[src/rtl/vc_pkg.sv]
package vc_pkg;
  typedef enum logic [1:0] {
    ST_IDLE = 2'd0,
    ST_SWAP = 2'd1,
    ST_FILL = 2'd2
  } vc_state_e;

  localparam logic [1:0] SRC_NONE = 2'b00;
  localparam logic [1:0] SRC_MAIN = 2'b01;
  localparam logic [1:0] SRC_VICT = 2'b10;
  localparam logic [1:0] SRC_MEM  = 2'b11;

  // index/age width for n entries (at least one bit)
  function automatic int sel_bits(int n);
    return (n > 1) ? $clog2(n) : 1;
  endfunction

  // recency age after an entry whose age is touched_age becomes newest
  function automatic int age_after(int cur, int touched_age, bit is_touched);
    if (is_touched) return 0;
    return (cur < touched_age) ? cur + 1 : cur;
  endfunction

  // line value after an access: whole-line write or keep
  function automatic logic [1023:0] line_after(bit we, logic [1023:0] wdata,
                                               logic [1023:0] old);
    return we ? wdata : old;
  endfunction
endpackage

[src/rtl/vc_main_array.sv]
module vc_main_array #(
  parameter int IDX_W  = 3,
  parameter int TAG_W  = 9,
  parameter int LINE_W = 32
) (
  input  logic              clk,
  input  logic              rst_n,
  input  logic [IDX_W-1:0]  rd_idx,
  output logic              rd_valid,
  output logic [TAG_W-1:0]  rd_tag,
  output logic [LINE_W-1:0] rd_data,
  output logic              rd_dirty,
  input  logic              wr_en,
  input  logic [IDX_W-1:0]  wr_idx,
  input  logic [TAG_W-1:0]  wr_tag,
  input  logic [LINE_W-1:0] wr_data,
  input  logic              wr_dirty
);
  localparam int SETS = 1 << IDX_W;

  logic [SETS-1:0]   valid_q;
  logic [SETS-1:0]   dirty_q;
  logic [TAG_W-1:0]  tag_q  [SETS];
  logic [LINE_W-1:0] data_q [SETS];

  always_ff @(posedge clk or negedge rst_n) begin
    if (!rst_n) begin
      valid_q <= '0;
      dirty_q <= '0;
    end else if (wr_en) begin
      valid_q[wr_idx] <= 1'b1;
      dirty_q[wr_idx] <= wr_dirty;
    end
  end

  always_ff @(posedge clk) begin
    if (wr_en) begin
      tag_q[wr_idx]  <= wr_tag;
      data_q[wr_idx] <= wr_data;
    end
  end

  assign rd_valid = valid_q[rd_idx];
  assign rd_dirty = dirty_q[rd_idx];
  assign rd_tag   = tag_q[rd_idx];
  assign rd_data  = data_q[rd_idx];
endmodule

[src/rtl/vc_victim_buf.sv]
module vc_victim_buf
  import vc_pkg::*;
#(
  parameter int N      = 4,
  parameter int ADDR_W = 12,
  parameter int LINE_W = 32,
  localparam int SW    = sel_bits(N)
) (
  input  logic              clk,
  input  logic              rst_n,
  input  logic [ADDR_W-1:0] lk_addr,
  output logic              hit,
  output logic [SW-1:0]     hit_idx,
  output logic [LINE_W-1:0] hit_data,
  output logic              hit_dirty,
  output logic [SW-1:0]     rep_idx,
  output logic              rep_valid,
  output logic [ADDR_W-1:0] rep_addr,
  output logic [LINE_W-1:0] rep_data,
  output logic              rep_dirty,
  input  logic              wr_en,
  input  logic [SW-1:0]     wr_idx,
  input  logic              wr_valid,
  input  logic [ADDR_W-1:0] wr_addr,
  input  logic [LINE_W-1:0] wr_data,
  input  logic              wr_dirty
);
  logic [N-1:0]      v_q;
  logic [N-1:0]      d_q;
  logic [ADDR_W-1:0] a_q   [N];
  logic [LINE_W-1:0] dat_q [N];
  logic [SW-1:0]     age_q [N];
  logic [N-1:0]      match;
  logic              have_free;

  for (genvar g = 0; g < N; g++) begin : g_cmp
    assign match[g] = v_q[g] && (a_q[g] == lk_addr);
  end

  always_comb begin
    hit_idx = '0;
    for (int i = N - 1; i >= 0; i--) begin
      if (match[i]) hit_idx = SW'(i);
    end
  end

  assign hit       = |match;
  assign hit_data  = dat_q[hit_idx];
  assign hit_dirty = d_q[hit_idx];

  // free slot first, else oldest entry
  always_comb begin
    rep_idx   = '0;
    have_free = 1'b0;
    for (int i = 0; i < N; i++) begin
      if (!v_q[i] && !have_free) begin
        rep_idx   = SW'(i);
        have_free = 1'b1;
      end
    end
    if (!have_free) begin
      for (int i = 0; i < N; i++) begin
        if (int'(age_q[i]) == N - 1) rep_idx = SW'(i);
      end
    end
  end

  assign rep_valid = v_q[rep_idx];
  assign rep_dirty = d_q[rep_idx];
  assign rep_addr  = a_q[rep_idx];
  assign rep_data  = dat_q[rep_idx];

  always_ff @(posedge clk or negedge rst_n) begin
    if (!rst_n) begin
      v_q <= '0;
      d_q <= '0;
      for (int i = 0; i < N; i++) age_q[i] <= SW'(i);
    end else if (wr_en) begin
      v_q[wr_idx] <= wr_valid;
      d_q[wr_idx] <= wr_dirty;
      for (int i = 0; i < N; i++) begin
        age_q[i] <= SW'(age_after(int'(age_q[i]), int'(age_q[wr_idx]),
                                  SW'(i) == wr_idx));
      end
    end
  end

  always_ff @(posedge clk) begin
    if (wr_en) begin
      a_q[wr_idx]   <= wr_addr;
      dat_q[wr_idx] <= wr_data;
    end
  end
endmodule

[src/rtl/victim_cache.sv]
module victim_cache
  import vc_pkg::*;
#(
  parameter int ADDR_W = 12,
  parameter int IDX_W  = 3,
  parameter int LINE_W = 32,
  parameter int VICT_N = 4
) (
  input  logic              clk,
  input  logic              rst_n,
  input  logic              req_valid,
  input  logic              req_we,
  input  logic [ADDR_W-1:0] req_addr,
  input  logic [LINE_W-1:0] req_wdata,
  output logic              req_ready,
  output logic              resp_valid,
  output logic [1:0]        resp_src,
  output logic [LINE_W-1:0] resp_data,
  output logic              mem_rd_valid,
  output logic [ADDR_W-1:0] mem_rd_addr,
  input  logic              mem_fill_valid,
  input  logic [LINE_W-1:0] mem_fill_data,
  output logic              wb_valid,
  output logic [ADDR_W-1:0] wb_addr,
  output logic [LINE_W-1:0] wb_data
);
  localparam int TAG_W = ADDR_W - IDX_W;
  localparam int SW    = sel_bits(VICT_N);

  function automatic logic [IDX_W-1:0] idx_of(logic [ADDR_W-1:0] a);
    return a[IDX_W-1:0];
  endfunction
  function automatic logic [TAG_W-1:0] tag_of(logic [ADDR_W-1:0] a);
    return a[ADDR_W-1:IDX_W];
  endfunction
  function automatic logic [LINE_W-1:0] pick(bit we, logic [LINE_W-1:0] w,
                                             logic [LINE_W-1:0] old);
    return LINE_W'(line_after(we, 1024'(w), 1024'(old)));
  endfunction

  vc_state_e         state_q;
  logic [ADDR_W-1:0] p_addr;
  logic              p_we;
  logic [LINE_W-1:0] p_wdata;
  logic [ADDR_W-1:0] cur_addr;

  logic              m_valid, m_dirty;
  logic [TAG_W-1:0]  m_tag;
  logic [LINE_W-1:0] m_data;
  logic              m_hit;

  logic              v_hit, v_hit_dirty, rep_valid, rep_dirty;
  logic [SW-1:0]     v_hit_idx, rep_idx;
  logic [LINE_W-1:0] v_hit_data, rep_data;
  logic [ADDR_W-1:0] rep_addr;

  // named internal events
  logic ev_accept, ev_main_hit, ev_vict_hit, ev_miss, ev_swap, ev_fill, ev_evict, ev_wb;

  logic              mw_en, mw_dirty;
  logic [LINE_W-1:0] mw_data;
  logic              vw_en;
  logic [SW-1:0]     vw_idx;

  assign cur_addr = (state_q == ST_IDLE) ? req_addr : p_addr;
  assign m_hit    = m_valid && (m_tag == tag_of(cur_addr));

  assign ev_accept   = req_valid && (state_q == ST_IDLE);
  assign ev_main_hit = ev_accept && m_hit;
  assign ev_vict_hit = ev_accept && !m_hit && v_hit;
  assign ev_miss     = ev_accept && !m_hit && !v_hit;
  assign ev_swap     = (state_q == ST_SWAP);
  assign ev_fill     = (state_q == ST_FILL) && mem_fill_valid;
  assign ev_evict    = ev_fill && m_valid;
  assign ev_wb       = ev_evict && rep_valid && rep_dirty;

  always_comb begin
    mw_en    = (ev_main_hit && req_we) || ev_swap || ev_fill;
    mw_data  = req_wdata;
    mw_dirty = 1'b1;
    if (ev_swap) begin
      mw_data  = pick(p_we, p_wdata, v_hit_data);
      mw_dirty = p_we || v_hit_dirty;
    end else if (ev_fill) begin
      mw_data  = pick(p_we, p_wdata, mem_fill_data);
      mw_dirty = p_we;
    end
  end

  assign vw_en  = ev_swap || ev_evict;
  assign vw_idx = ev_swap ? v_hit_idx : rep_idx;

  vc_main_array #(.IDX_W(IDX_W), .TAG_W(TAG_W), .LINE_W(LINE_W)) u_main (
    .clk(clk), .rst_n(rst_n),
    .rd_idx(idx_of(cur_addr)), .rd_valid(m_valid), .rd_tag(m_tag),
    .rd_data(m_data), .rd_dirty(m_dirty),
    .wr_en(mw_en), .wr_idx(idx_of(cur_addr)), .wr_tag(tag_of(cur_addr)),
    .wr_data(mw_data), .wr_dirty(mw_dirty)
  );

  vc_victim_buf #(.N(VICT_N), .ADDR_W(ADDR_W), .LINE_W(LINE_W)) u_vbuf (
    .clk(clk), .rst_n(rst_n),
    .lk_addr(cur_addr), .hit(v_hit), .hit_idx(v_hit_idx),
    .hit_data(v_hit_data), .hit_dirty(v_hit_dirty),
    .rep_idx(rep_idx), .rep_valid(rep_valid), .rep_addr(rep_addr),
    .rep_data(rep_data), .rep_dirty(rep_dirty),
    .wr_en(vw_en), .wr_idx(vw_idx), .wr_valid(m_valid),
    .wr_addr({m_tag, idx_of(cur_addr)}), .wr_data(m_data), .wr_dirty(m_dirty)
  );

  always_ff @(posedge clk or negedge rst_n) begin
    if (!rst_n) begin
      state_q    <= ST_IDLE;
      p_addr     <= '0;
      p_we       <= 1'b0;
      p_wdata    <= '0;
      resp_valid <= 1'b0;
      resp_src   <= SRC_NONE;
      resp_data  <= '0;
      wb_valid   <= 1'b0;
      wb_addr    <= '0;
      wb_data    <= '0;
    end else begin
      resp_valid <= ev_main_hit || ev_swap || ev_fill;
      resp_src   <= ev_main_hit ? SRC_MAIN : ev_swap ? SRC_VICT :
                    ev_fill ? SRC_MEM : SRC_NONE;
      if (ev_main_hit) resp_data <= pick(req_we, req_wdata, m_data);
      else if (ev_swap || ev_fill) resp_data <= mw_data;
      wb_valid <= ev_wb;
      if (ev_wb) begin
        wb_addr <= rep_addr;
        wb_data <= rep_data;
      end
      if (ev_vict_hit || ev_miss) begin
        p_addr  <= req_addr;
        p_we    <= req_we;
        p_wdata <= req_wdata;
        state_q <= ev_vict_hit ? ST_SWAP : ST_FILL;
      end else if (ev_swap || ev_fill) begin
        state_q <= ST_IDLE;
      end
    end
  end

  assign req_ready    = (state_q == ST_IDLE);
  assign mem_rd_valid = (state_q == ST_FILL);
  assign mem_rd_addr  = p_addr;
endmodule

[config.mk]
export PLATFORM = sky130hd
export DESIGN_NAME = victim_cache
export DESIGN_NICKNAME = d
export VERILOG_FILES = /design/src/rtl/vc_pkg.sv /design/src/rtl/vc_main_array.sv /design/src/rtl/vc_victim_buf.sv /design/src/rtl/victim_cache.sv
export SDC_FILE = /design/constraint.sdc
export NUM_CORES = 1
export LEC_CHECK = 0
export CAP_MARGIN = 5
export CORE_MARGIN = 2
export CORE_UTILIZATION = 40
export DETAILED_ROUTE_END_ITERATION = 10
export DONT_BUFFER_PORTS = 1
export GPL_TIMING_DRIVEN = 0
export PLACE_DENSITY = 0.66
export REMOVE_ABC_BUFFERS = 1
export SETUP_SLACK_MARGIN = 0.05
export SLEW_MARGIN = 20
export SYNTH_ARGS = -nofsm -noshare
export SYNTH_HDL_FRONTEND = slang
export SYNTH_SLANG_ARGS = --single-unit
[constraint.sdc]
create_clock -name clk -period 5.8 [get_ports clk]
set_input_delay 0.29 -clock clk [delete_from_list [all_inputs] [get_ports clk]]
set_output_delay 0.29 -clock clk [all_outputs]
set_load 0.005 [all_outputs]
==> impl_metrics.py <==
metrics = {
    "run_status": {
        "status": "finished with violations",
        "violations": "DRC",
    },
    "routing": {
        "via_per_inst": 5.952,
        "wl_met2_um": 41570,
        "totalWireLength_um": 85570,
        "routed-via-count": 20047,
        "wirelength_met1_um": 35260,
        "dr_wl_met3_um": 6357,
        "drc": 8,
        "top_layer": "met5",
        "wl_per_cell_um": 25.41,
        "postRouteAntennaNets": 0,
        "drtIter0Drc": 2205,
        "dr.pass1.iters": 10,
    },
    "power": {
        "ir_worst_vdd_uv": 281.2,
        "swShare_pct": 37.54,
        "pwr-share-seq_pct": 37.8,
        "p_leak_nw": 12.48,
        "clockPowerShare_pct": 24.3,
        "pwr_density_cell_nw_per_um2": 573.3,
        "power.internal_mw": 12.60,
        "comb_power_share_pct": 37.9,
        "p_sw_mw": 7.572,
    },
    "cts": {
        "cts_sinks": 663,
        "cts_buffers": 74,
        "cts_tree": "yes",
        "clk_pin_slew_ns": 0.06,
        "clock_path_buffers": 3,
        "clkLatencyLatePin_ns": 0.63,
        "root_buffer": "clkbuf_16",
        "h-tree-depth": 3,
    },
    "sta": {
        "hold_viol": 0,
        "post-route-period-util_pct": 96.35,
        "slew_headroom_pct": 27.78,
        "rsz0062_at_grt": "false",
        "clock_skew_ns": 0.03274,
        "tightest_slew_ns": 1.073,
        "period_minus_slack_ns": 5.588,
        "setup_viol": 0,
        "slew_viol_final": 0,
        "max_freq_ghz": 0.1790,
    },
    "global_routing": {
        "globalRouteOverflowTotal": 0,
        "grt_util_all_layers_pct": 22.32,
        "grt_pass1_vias": 20347,
        "antenna_found_initial": 2,
        "grt_pass1_wl_um": 127300,
        "grt_max_degree": 160,
    },
    "flow_run": {
        "maxCapViolCount": 0,
    },
    "floorplanning": {
        "io_pins": 175,
        "die_h_um": 275.8,
        "start_util_pct": 40.43,
        "dieArea_sq_um": 76060,
        "num_rows": 99,
        "die_w_um": 275.8,
        "core_sq_um": 73080,
    },
    "place": {
        "place_congestion": 0.8688,
        "placed_area_sq_um": 31670,
        "portBuffers": 0,
        "dp_hpwl_um": 55100,
    },
    "synth": {
        "async_flop_share_pct": 23.98,
        "netlist-cell-type-count": 83,
        "synth-seq-cells": 663,
        "yosys_warnings": 0,
        "syn_area_sq_um": 29550,
        "avgSynthCellArea_sq_um": 12.98,
        "synth.yosys.seq_area_share_pct": 64.70,
        "synth_ff_type": "edfxtp_1",
        "synth_edf_count": 504,
        "postSynthCellCount": 2276,
    },
    "final_layout": {
        "area_growth_pct": 19.08,
        "num_antenna_cells": 0,
        "fin_util_pct": 48.14,
        "final_nets": 2432,
        "fin_area_sq_um": 35190,
        "drive_gt1_share_pct": 15.98,
    },
    "critical_path": {
        "path_max_fanout": 50,
        "cp.required_ns": 6.10,
        "setup.worst_path.class": "reg2reg",
        "start_kind": "register",
        "cp-end-kind": "register",
        "crit_arrival_ns": 5.89,
    },
    "hold_path": {
        "holdCritPathClass": "in2reg",
    },
}
-- cell usage in the layout, fill, tap and decap left out, types with 29 or more instances in the layout --
cell type,n
a211oi_1,55
a21o_1,32
a21oi_1,127
a22oi_1,42
a311o_1,30
a31oi_1,49
and2_1,44
buf_16,36
clkbuf_16,76
dfrtp_1,153
dlygate4sd3_1,76
edfxtp_1,504
inv_1,48
mux2_2,115
mux2i_1,83
nand2_1,312
nand3_1,33
nor2_1,63
nor2b_1,29
o21ai_1,37
-- cell type report --
cell class,count,area [sq um]
well taps,959,1200
repair buffers,140,2170
flip-flops and latches,663,19120
clock inverters,41,498.0
fillers,6160,37900
inverters,56,234.0
repair inverters,1,5.005
multi-input cells,1411,9877
clock buffers,97,2081
-- sequential cells by signal, indices dropped and copies added, names as in the netlist, 2 cells and up --
signal          cells
wb_data            32
u_main.valid_q      8
u_vbuf.v_q          4
u_main.data_q     256
mem_rd_addr        12
u_vbuf.age_q        8
state_q             2
u_main.dirty_q      8
u_main.tag_q       72
u_vbuf.a_q         48
p_wdata            32
u_vbuf.d_q          4
wb_addr            12
u_vbuf.dat_q      128
resp_src            2
resp_data          32
-- worst paths after layout --
kind | from | end | slack [ns] | depth (start not counted)
worst max-delay path | state_q[0] | u_vbuf.dat_q[1][12] | 0.21 | 11
worst min-delay path | mem_fill_valid | resp_src[0] | 0.004 | 2
worst max register to register | state_q[0] | u_vbuf.dat_q[1][12] | 0.21 | 11
worst min register to register | u_main.valid_q[6] | u_main.valid_q[6] | 0.47 | 1
max in group asynchronous | rst_n | state_q[0] | 4.69 | 2
min in group asynchronous | rst_n | wb_valid | 0.30 | 2
-- cells by family (layout without fill, tap and decap cells) --
group                      Yosys count  in the layout  synth area share (%)
DFF                                663            663                 64.70
and+or+nand+nor                    569            572                 8.689
AOI/OAI and AO/OA                  566            566                 13.55
muxes                              224            224                 8.681
buffers and inverters              205            335                 2.875
xor gates and xnor gates            45             45                 1.334
adders and majority gates            4              4                0.1694
-- metrics by stage --
stage               hold WS, ns  setup TNS [ns]  instances  worst slack (ns)  power [mW]
floorplan             -0.005591        -1707.42       2127            -3.903       12.01
global placement     -0.0003888        -8177.28       3086            -12.80       14.38
detailed placement   -0.0002924         -666.01       3142            -1.784       15.10
CTS                  0.00001932               0       3367           0.05179       20.19
global route            0.01000               0       3368           0.07120       21.15
finish                 0.004009               0       3368            0.2119       20.17
-- worst max-delay path, cell delays in order, from the launching register on --
cell and delay (ns):
dfrtp_2 0.55, or3b_1 0.51, and2_4 0.32, inv_4 0.62
o22ai_1 0.16, or4_1 0.59, nor4_1 0.94, o21ai_0 0.40
nand2_1 0.20, nand2_1 0.22, inv_4 0.40, buf_12 0.26
-- synth_stat cells, types with 42 or more instances --
| master | n | area share [%] |
|---|---|---|
| mux2i_1 | 83 | 2.8 |
| edfxtp_1 | 504 | 51 |
| a31oi_1 | 50 | 1.1 |
| a211oi_1 | 55 | 1.4 |
| a21oi_1 | 128 | 2.2 |
| clkbuf_1 | 108 | 1.4 |
| inv_1 | 54 | 0.69 |
| nor2_1 | 71 | 0.90 |
| and2_1 | 47 | 1.0 |
| mux2_2 | 115 | 4.4 |
| nand2_1 | 312 | 4.0 |
| a22oi_1 | 42 | 1.1 |
| dfrtp_1 | 155 | 13 |
-- power by group through the flow --
stage                     clock (mW)  combinational (mW)  sequential (mW)
after floorplan                    0                4.57             7.44
after global placement             0                6.65             7.73
after detailed placement           0                7.39             7.71
after CTS                       4.96                7.61             7.62
after global routing            5.16                8.27             7.72
final                           4.89                7.65             7.63
-- layer usage --
| metal | up-vias | track usage (%) |
|---|---|---|
| met3 | 161 | 3.715 |
| li1 | 8832 | - |
| met5 | - | 0 |
| met2 | 827 | 37.34 |
| met1 | 10225 | 29.51 |
| met4 | 2 | 7.626 |
-- timing repair --
action                     4_1_cts  5_1_grt
buffers inserted                 6        0
gates resized for setup          8        5
gates cloned                     3        1
pin swaps                        4        0
hold buffers                    78        0
setup endpoints to repair      858      515
hold endpoints to repair       243        0
No activity file was read; power rests on OpenSTA's default activity.
